==> config.mk <==
export PLATFORM = sky130hd
export DESIGN_NAME = rot_prefetch_fifo
export DESIGN_NICKNAME = d
export VERILOG_FILES = /design/src/rtl/rot_prefetch_fifo.sv
export SDC_FILE = /design/constraint.sdc
export NUM_CORES = 1
export LEC_CHECK = 0
export ABC_AREA = 0
export BUFFER_PORTS_ARGS = -buffer_cell sky130_fd_sc_hd__buf_2
export CORE_UTILIZATION = 60
export CTS_BUF_LIST = sky130_fd_sc_hd__clkbuf_8
export DETAILED_ROUTE_END_ITERATION = 16
export GPL_ROUTABILITY_DRIVEN = 1
export HOLD_SLACK_MARGIN = 0.06
export PLACE_DENSITY = 0.78
export SYNTH_ARGS = -nofsm -noshare
export SYNTH_HDL_FRONTEND = slang
export SYNTH_SLANG_ARGS = --single-unit
export TNS_END_PERCENT = 10
==> constraint.sdc <==
create_clock -name clk -period 8.15 [get_ports clk]
set_input_delay 0.815 -clock clk [delete_from_list [all_inputs] [get_ports clk]]
set_output_delay 0.815 -clock clk [all_outputs]
set_load 0.02 [all_outputs]
==> src/rtl/rot_prefetch_fifo.sv <==
module rot_prefetch_fifo #(
  parameter int AW     = 16,
  parameter int DW     = 32,
  parameter int SLICES = 8,
  parameter int LAT    = 5,
  parameter int THRESH = 14
) (
  input  logic          clk,
  input  logic          rst_n,
  input  logic          start,
  input  logic          stop,
  input  logic [AW-1:0] start_addr,
  output logic          rd_cmd,
  output logic [AW-1:0] rd_addr,
  input  logic          rd_valid,
  input  logic [DW-1:0] rd_data,
  input  logic          blk_req,
  output logic          blk_gnt,
  input  logic          pop,
  output logic [DW-1:0] pop_data,
  output logic          empty,
  output logic          stall,
  output logic [$clog2(THRESH+LAT+1)-1:0] level
);
  localparam int SW    = $clog2(SLICES);
  localparam int DEPTH = THRESH + LAT;
  localparam int PW    = $clog2(DEPTH);
  localparam int CW    = $clog2(DEPTH + 1);

  logic [SW-1:0]  rot;
  logic           active;
  logic [AW-1:0]  nxt;
  logic [LAT-1:0] track;
  logic [DW-1:0]  store [DEPTH];
  logic [PW-1:0]  wp, rp;
  logic [CW-1:0]  count;

  wire flush  = start | stop;
  wire push   = rd_valid & track[LAT-1];
  wire pop_ok = pop & (count != '0);

  assign rd_cmd   = active && (nxt[SW-1:0] == rot) && (count < CW'(THRESH));
  assign rd_addr  = nxt;
  assign blk_gnt  = blk_req & ~rd_cmd;
  assign empty    = (count == '0);
  assign stall    = pop & empty;
  assign level    = count;
  assign pop_data = store[rp];

  always_ff @(posedge clk or negedge rst_n) begin
    if (!rst_n) begin
      rot    <= '0;
      active <= 1'b0;
      nxt    <= '0;
      track  <= '0;
      wp     <= '0;
      rp     <= '0;
      count  <= '0;
    end else begin
      rot <= rot + 1'b1;
      if (flush) begin
        active <= start;
        track  <= '0;
        wp     <= '0;
        rp     <= '0;
        count  <= '0;
        if (start) nxt <= start_addr;
      end else begin
        track <= {track[LAT-2:0], rd_cmd};
        if (rd_cmd) nxt <= nxt + 1'b1;
        if (push)   wp  <= (wp == PW'(DEPTH-1)) ? '0 : wp + 1'b1;
        if (pop_ok) rp  <= (rp == PW'(DEPTH-1)) ? '0 : rp + 1'b1;
        count <= count + CW'(push) - CW'(pop_ok);
      end
    end
  end

  always_ff @(posedge clk) begin
    if (push && !flush) store[wp] <= rd_data;
  end

  p_no_overflow_r5: assert property (@(posedge clk) disable iff (!rst_n)
    push && !flush |-> (count < CW'(DEPTH)) || pop_ok);

  p_seq_addr_r3: assert property (@(posedge clk) disable iff (!rst_n)
    rd_cmd && $past(rd_cmd) && !$past(flush) |-> rd_addr == $past(rd_addr) + 1'b1);

  p_flush_r10: assert property (@(posedge clk) disable iff (!rst_n)
    flush |=> empty);

  p_level_step_r7: assert property (@(posedge clk) disable iff (!rst_n)
    !$past(flush) |-> (count == $past(count)) || (count == $past(count) + 1'b1)
                      || (count + 1'b1 == $past(count)));

  p_idle_after_stop_r4: assert property (@(posedge clk) disable iff (!rst_n)
    stop && !start |=> !rd_cmd);
endmodule

# Word-level counts from Yosys, hierarchy flattened
# Memory sizes are Yosys's and may differ from the RTL's.
# Cells that the tools add are included.
[totals]
word_cells = 48
register_bits = 40
output_inout_bits = 57
in_bits = 55
mem_bits_rw = 608
memories = 1
[mem_list]
columns = ["name", "words", "width", "rd", "rd_ports_with_merged_regs", "wr", "line_no", "source"]
rows = [
  ["store", 19, 32, 1, 0, 1, "34", "logic [DW-1:0] store [DEPTH];"],
]
[op_classes]
bitwise_logic = 6
n_eq_ne = 4
reduce_logical = 10
muxes = 13
order_cmp = 1
add_sub_neg = 6
[op_table]
columns = ["operator", "n"]
rows = [
  ["16-bit 2-to-1 mux", 3],
  ["5-bit 2-to-1 mux", 8],
  ["16-bit by 1-bit adder with 16-bit output, second input constant", 1],
  ["5-bit by 1-bit adder with 5-bit output, second input constant", 2],
  ["5-bit == test, second input constant", 2],
  ["2-bit nonzero test", 3],
  ["5-bit by 1-bit adder with 5-bit output", 1],
  ["5-bit zero test", 1],
  ["5-bit by 4-bit less-than comparator with 1-bit output, second input constant", 1],
  ["5-bit nonzero test", 1],
  ["5-bit by 1-bit subtractor with 5-bit output", 1],
  ["1-bit bitwise AND", 4],
  ["3-bit by 1-bit adder with 3-bit output, second input constant", 1],
  ["3-bit == test", 1],
  ["1-bit logical AND", 3],
  ["1-bit 2-to-1 mux", 2],
  ["2-bit inequality test, second input constant", 1],
  ["2-bit AND reduction", 1],
  ["1-bit zero test", 1],
  ["1-bit NOT", 1],
  ["1-bit bitwise OR", 1],
]

# Logic depth before layout (Yosys ltp)
# Gate-level depths: netlist (run 1).
[logic_depth]
depth_word = 5
mapped_depth = 15
depth_no_buf = 15

# Least setup slack after synthesis (run 1)
# OpenSTA, ideal clock, no wires.
[synth_path]
path_type = "reg-to-reg"
startpoint = "reg count[2] (netlist: level[2])"
endpoint = "reg count[4] (netlist: level[4])"
required_time_ps = 8018
arrival_ps = 3248
path_stages_with_launch = 16
slack_ps = 4770
synth_period_minus_slack_ps = 3380
path_cell_list = "dfrtp_1 -> inv_1 -> ha_1 -> nor4b_1 -> nand2b_1 -> inv_1 -> ha_1 -> inv_1 -> ha_1 -> inv_1 -> fa_1 -> inv_1 -> a21oi_1 -> o21bai_1 -> xnor2_1 -> nor2_1"
[synth_via]
elab_chain_cells = 4
[synth_rtl]
columns = ["element", "line_no", "source"]
rows = [
  ["start: declaration", "36", "logic [CW-1:0] count;"],
  ["start signal: assignment", "73", "count <= count + CW'(push) - CW'(pop_ok);"],
  ["branches (longest 2 deep; another with 5-bit by 1-bit adder with 5-bit output)", "-", ""],
  ["5-bit by 1-bit subtractor with 5-bit output (*)", "73", ""],
  ["5-bit 2-to-1 mux (*)", "61", "if (flush) begin"],
]
# Every way passes the cells marked *.
# A chain may end at the register's enable or synchronous reset.

# Final worst setup path (run 1)
[layout_path]
startpoint = "reg rp[0]"
endpoint = "out pop_data[28]"
[layout_via]
elab_chain_cells = 1
[layout_rtl]
columns = ["element", "line_no", "source"]
rows = [
  ["start: declaration", "35", "logic [PW-1:0] wp, rp;"],
  ["start signal: assignment", "72", "if (pop_ok) rp <= (rp == PW'(DEPTH-1)) ? '0 : rp + 1'b1;"],
  ["memory 19 x 32 bit", "-", ""],
  ["end: declaration", "20", "output logic [DW-1:0] pop_data,"],
]
# No other way between the ends.

==> reports/metrics.cfg, run 1 <==
[status]
status = completed

[yosys]
yosys.area.top_type = edfxtp_1
synth_cell_types = 54
yosys.area.top_type_share_pct = 70.7
ys_ff_latch = 648
synth-compound-area-share_pct = 4.14
yosys-top-cells-area = edfxtp_1 71%, mux4_1 5.5%, dfrtp_1 3.9%, mux4_2 3.8%, mux2i_1 3.7%
synthMuxAreaShare_pct = 14.6
synth_adder_area_share_pct = 0.853
ys_async_sr_fraction_pct = 6.17
synth-edff-count = 608
post_synth.cell_area_avg_um2 = 19.1
synth_nets = 1425
synth-simple-area-share_pct = 3.29
ys_warn_count = 0
syn-instance-count = 1353
synth_top_family_by_area = multiplexers
synth_ff_type = edfxtp_1
synth_area_um2 = 25800
ys_seq_area_share_pct = 74.6
synth-xor-area-share_pct = 0.679

[drt]
drc = 0
vias_per_cell = 6.25
firstDrtPassIters = 5
wl_per_cell_um = 25.0
first_iter_violations = 1323
wl_mm = 53.5
antenna_left = 0
vias = 13400

[timing]
grt_setup_unrepaired = no
setup_viol = 0
fin_worst_skew_ps = 22.0
period_minus_slack_ps = 4590
hold_violations = 0
slew_headroom_pct = 27.9
max_freq_mhz = 218
setup_tns_ps = 0
fin_crit_sh_pct = 56.3
final_max_slew_viol_count = 0
whs_ps = 297
tightest_slew_ps = 1080

[worst_setup_path]
reg2reg_from = level[2]
cp_max_fo = 44
crit_path_end_kind = primary output
critical_path_class = flop to primary output
crit_start = rp[0]
cp-start-kind = flop
crit_required_ps = 7340
worstPathArrival_ps = 3770

[clock_network]
post_cts.repair.setup_buffers = 0
ctsLongestPathBuffers = 3
numCtsBuffers = 98
htreeDepth = 3
cts_tree = yes
holdBufCountCts = 0
postCtsResizedCells = 0
cts.sinks = 648
clkSlewWorstSetupHoldPaths_ps = 60
cts_root_buf = clkbuf_8
clk_latency_ps = 640

[global_route]
grt_pass1_wl_mm = 80.2
overflow = 0
grtUsageTotal_pct = 24.9
grt_pass1_vias = 13600
grt_max_degree = 120
antenna_found_initial = 0

[final_layout]
fin_area_um2 = 28800
final_core_util_pct = 68.1
diodes = 0
final_nets = 1590
syn_to_final_growth_pct = 11.5
drive_gt1_share_pct = 23.2

[die]
std_cell_rows = 75
pin_count = 112
fp.dieH_um = 209
dieArea_um2 = 43900
die_w_um = 209
coreArea_um2 = 42200
start_util_pct = 61.1

[power_and_ir_drop]
power_mw = 6.54
p_per_area_nw_per_um2 = 227
vdd_drop_max_v = 0.000122
p_leak_nw = 9.31

[place]
gp_congestion = 0.766
dpl_cell_area_um2 = 27000
port_buffers = 111
hpwl_mm = 27.4

[min_path]
hp-class = primary input to asynchronous set/reset pin

[job]
maxCapViolCount = 0

[final timing paths]
| path | cells after the start | to | slack [ps] |
|---|---|---|---|
| setup / recovery | 6 | pop_data[28] | 3560 |
| hold / removal | 1 | wp[1] | 300 |
| setup reg to reg | 15 | level[4] | 5060 |
| hold reg to reg | 1 | track[3] | 450 |
| max in group asynchronous | 1 | rp[0] | 7190 |
| min in group clk | 3 | rd_addr[2] | 380 |
[registers in the layout (all words and copies together) (netlist names)]
| signal | flops |
|---|---|
| track | 5 |
| rp | 5 |
| level | 5 |
| rot | 3 |
| wp | 5 |
| store | 608 |
| rd_addr | 16 |
| active | 1 |
[cell type report]
| class | instances | area, um2 |
|---|---|---|
| clock buffers | 103 | 1420 |
| flip-flops and latches | 648 | 19300 |
| repair buffers | 138 | 771 |
| multi-input cells | 611 | 6250 |
| clock inverters | 79 | 319 |
| fillers | 2644 | 13500 |
| inverters | 21 | 78.8 |
| well taps | 539 | 674 |
[cells in the mapped netlist, drive strengths merged (2+ instances only)]
master	n
a41oi	2
and4	2
nor2	42
inv	21
nor4	2
o21ai	75
mux2	38
nor2b	5
nor3	6
clkbuf	37
dfrtp	40
nand2	83
xnor2	12
a22o	2
ha	16
or2	4
mux4	97
buf	36
nand4	8
a21oi	8
a221oi	32
xor2	8
and2	7
edfxtp	608
a21o	2
nand3	13
a311oi	2
mux2i	96
a22oi	33
[routing by layer]
layer  routed length [um]  GRT usage [%]
met5                    0              0
met4                 1640           10.4
met3                 3830           4.37
met2                26200           40.3
met1                21800           34.1
[placed cells by master, fill, tap and decap left out, types with 36 or more instances in the layout]
master	synthesis	layout
mux2_2	38	38
buf_2	19	111
mux4_2	43	43
mux2i_1	96	96
edfxtp_1	608	608
inv_1	21	57
clkbuf_8	0	103
nand2_1	83	83
o21ai_0	75	75
dfrtp_1	40	36
mux4_1	54	54
[per-stage QoR]
stage	instances	worst slack (ps)
floorplan	1353	4770
global placement	1957	4240
detailed placement	1957	4180
CTS	2139	3450
global route	2139	3400
finish	2139	3560
[worst max-delay path, cell delays in order, from the launching register on]
cell	delay, ps
dfrtp_4	800
buf_4	800
mux4_2	600
mux2_2	280
a22oi_1	250
nand2_1	180
buf_2	200
[kinds of logic after synthesis]
| group | after synthesis |
|---|---|
| flops | 648 |
| mux | 231 |
| simple gates | 180 |
| compound gates | 163 |
| buf+inv | 94 |
| xor+xnor | 20 |
| fa+ha+maj | 17 |
[report_power, final]
part	internal, mW	switching (mW)	leakage (nW)	total [mW]
Sequential	3.65	0.0347	5.97	3.69
Clock	1.17	1.19	1.02	2.35
Combinational	0.222	0.278	2.32	0.500
Note: power is estimated with default switching activity, not from simulation.
==> run 2, diff against run 1 <==
==> constraint.sdc (replaced) <==
create_clock -name clk -period 4.71 [get_ports clk]
set_input_delay 0.471 -clock clk [delete_from_list [all_inputs] [get_ports clk]]
set_output_delay 0.471 -clock clk [all_outputs]
set_load 0.02 [all_outputs]
==> run 2 against run 1 <==
Combinational power rose by 76%. Critical endpoint is now pop_data[10]. Power is 76% higher. Routed wire length up 2.8%. Register-to-register slack worse by 3400 ps. Global-route usage grew 0.65 points. Highest routed layer is now met5. Clock skew grew 1.9 ps. Via count grew 0.95%. Hold slack worse by 150 ps. Clock power increased by 80%. Clock-buffer cell count is the same. Sequential share of layout area shrank 0.77 points.
==> reports/metrics.cfg, run 2 (synthesis results as in run 1) <==
[status]
status = completed

[global_route]
antenna_found_initial = 2  ; +2
grtUsageTotal_pct = 25.6  ; +0.65 points
grt_pass1_vias = 14000  ; +2.3%
grt_max_degree = 64  ; -47%
overflow = 0  ; unchanged
grt_pass1_wl_mm = 82.0  ; +2.2%

[clock_network]
cts.sinks = 648  ; unchanged
numCtsBuffers = 100  ; +2.0%
cts_root_buf = clkbuf_8
clk_latency_ps = 670  ; +30 ps
htreeDepth = 3  ; unchanged
clkSlewWorstSetupHoldPaths_ps = 60  ; about the same
cts_tree = yes
ctsLongestPathBuffers = 3  ; unchanged
postCtsResizedCells = 0  ; unchanged

[final_layout]
final_cells = 2163  ; +1.1%
layout_commonest_cell = edfxtp_1
final_nets = 1614  ; +1.5%
most-common-layout-cells = 608 x edfxtp_1, 111 x buf_2, 103 x clkbuf_8
largest_register_ffs = 608  ; unchanged
fillCellCount = 2610  ; -1.3%
final_core_util_pct = 68.9  ; +0.79 points
regMostFlops = store
drive_gt1_share_pct = 23.4  ; +0.23 points
syn_to_final_growth_pct = 12.8

[worst_setup_path]
crit_required_ps = 4240  ; -3100 ps
worstPathArrival_ps = 3490  ; -280 ps
reg2reg_from = level[2]
crit_buf_inv = 2  ; unchanged
critical_path_class = flop to primary output
cp_max_fo = 38  ; -14%
cp_slowest_cell = dfrtp_4
crit_start = rp[0]
cp_cell_sequence = buf_4 -> mux4_1 -> mux2_2 -> a22oi_1 -> nand2_1 -> buf_2
cp_top_family = flip-flops
cp-start-kind = flop
critical-path-max-stage-delay_ps = 890  ; +90 ps
crit_path_end_kind = primary output

[die]
coreArea_um2 = 42200  ; unchanged
die_w_um = 209  ; unchanged
fp.dieH_um = 209  ; unchanged
pin_count = 112  ; unchanged
std_cell_rows = 75  ; unchanged
dieArea_um2 = 43900  ; unchanged
start_util_pct = 61.1  ; unchanged

[timing]
slew_headroom_pct = 27.0  ; -0.94 points
fin_crit_sh_pct = 84.2
setup_ws_ps = 746  ; -2820 ps
tightest_slew_ps = 1100  ; +16.4 ps
grt_setup_unrepaired = no
setup_tns_ps = 0  ; unchanged
max_freq_mhz = 252
final_max_slew_viol_count = 0  ; unchanged
period_minus_slack_ps = 3960
fin_worst_skew_ps = 23.9  ; +1.88 ps
setup_viol = 0  ; unchanged
hold_violations = 0  ; unchanged

[place]
port_buffers = 111  ; unchanged
gp_congestion = 0.734  ; -4.2%
place_inst = 1963  ; +0.31%
hpwl_mm = 29.9  ; +9.0%
preCtsSetupSlack_ps = 1430  ; -2750 ps

[min_path]
min_from = stop
hp-class = primary input to flop

[drt]
drc = 0  ; unchanged
vias = 13500  ; +0.95%
wl_mm = 55.0  ; +2.8%
antenna_left = 0  ; unchanged
firstDrtPassIters = 5  ; unchanged
wl_per_cell_um = 25.4  ; +1.6%
vias_per_cell = 6.24  ; -0.17%
first_iter_violations = 1074  ; -19%

[power_and_ir_drop]
p_leak_nw = 9.47  ; +1.7%
p_per_area_nw_per_um2 = 395  ; +74%
vdd_drop_max_v = 0.000245  ; +100%

[job]
maxCapViolCount = 0  ; unchanged

==> run 2: layer usage <==
layer / vias to the layer above / GRT usage (%) / routed length, um
met2: 550 / 42.3 / 27600
met1: 6943 / 34.5 / 22700
li1: 5892 / - / -
met3: 108 / 4.40 / 3270
met5: - / 0.222 / 13
met4: 2 / 9.89 / 1410
==> run 2: through the flow <==
step / power (mW) / instance area [um2] / hold slack [ps]
final: 11.5 / 29100 / 147
after global routing: 11.9 / 29100 / 128
after floorplan: 7.12 / 25800 / 175
after CTS: 11.6 / 29100 / 103
after detailed placement: 7.38 / 27100 / 437
after global placement: 7.35 / 27100 / 434
==> run 2: worst min-delay path: cells and delay by family <==
family                 cells  cell delay, ps
buffers and inverters      2             210
AO/OA/AOI/OAI              1             100
==> run 2: layout make-up <==
cell class,instances,area [um2],share of cell area (%)
multi-input combinational,611,6250,21.5
sequential,648,19300,66.2
clock buffer,103,1420,4.87
timing repair buffer,160,1040,3.57
clock inverter,80,382,1.31
inverter,21,78.8,0.271
antenna,1,2.50,0.00860
tap,539,674,2.32
==> run 2: repair_timing <==
item | CTS | global route
buffers inserted | 0 | 0
hold buffers | 16 | 0
endpoints found under the hold margin | 55 | 0
endpoints found under the setup margin | 0 | 0
==> run 2: worst paths after layout <==
path,end,slack [ps],cells after the start
max in group asynchronous,rp[1],3540,2
min,active,150,3
min in group asynchronous,rp[0],480,2
max,pop_data[10],750,6
min reg2reg,track[1],450,1
max reg2reg,level[4],1690,15
==> run 2: power breakdown <==
part | internal, mW | switching, mW | total [mW] | leakage (nW)
registers | 6.32 | 0.0673 | 6.39 | 5.97
clock network | 2.13 | 2.10 | 4.23 | 1.06
logic | 0.402 | 0.477 | 0.880 | 2.44
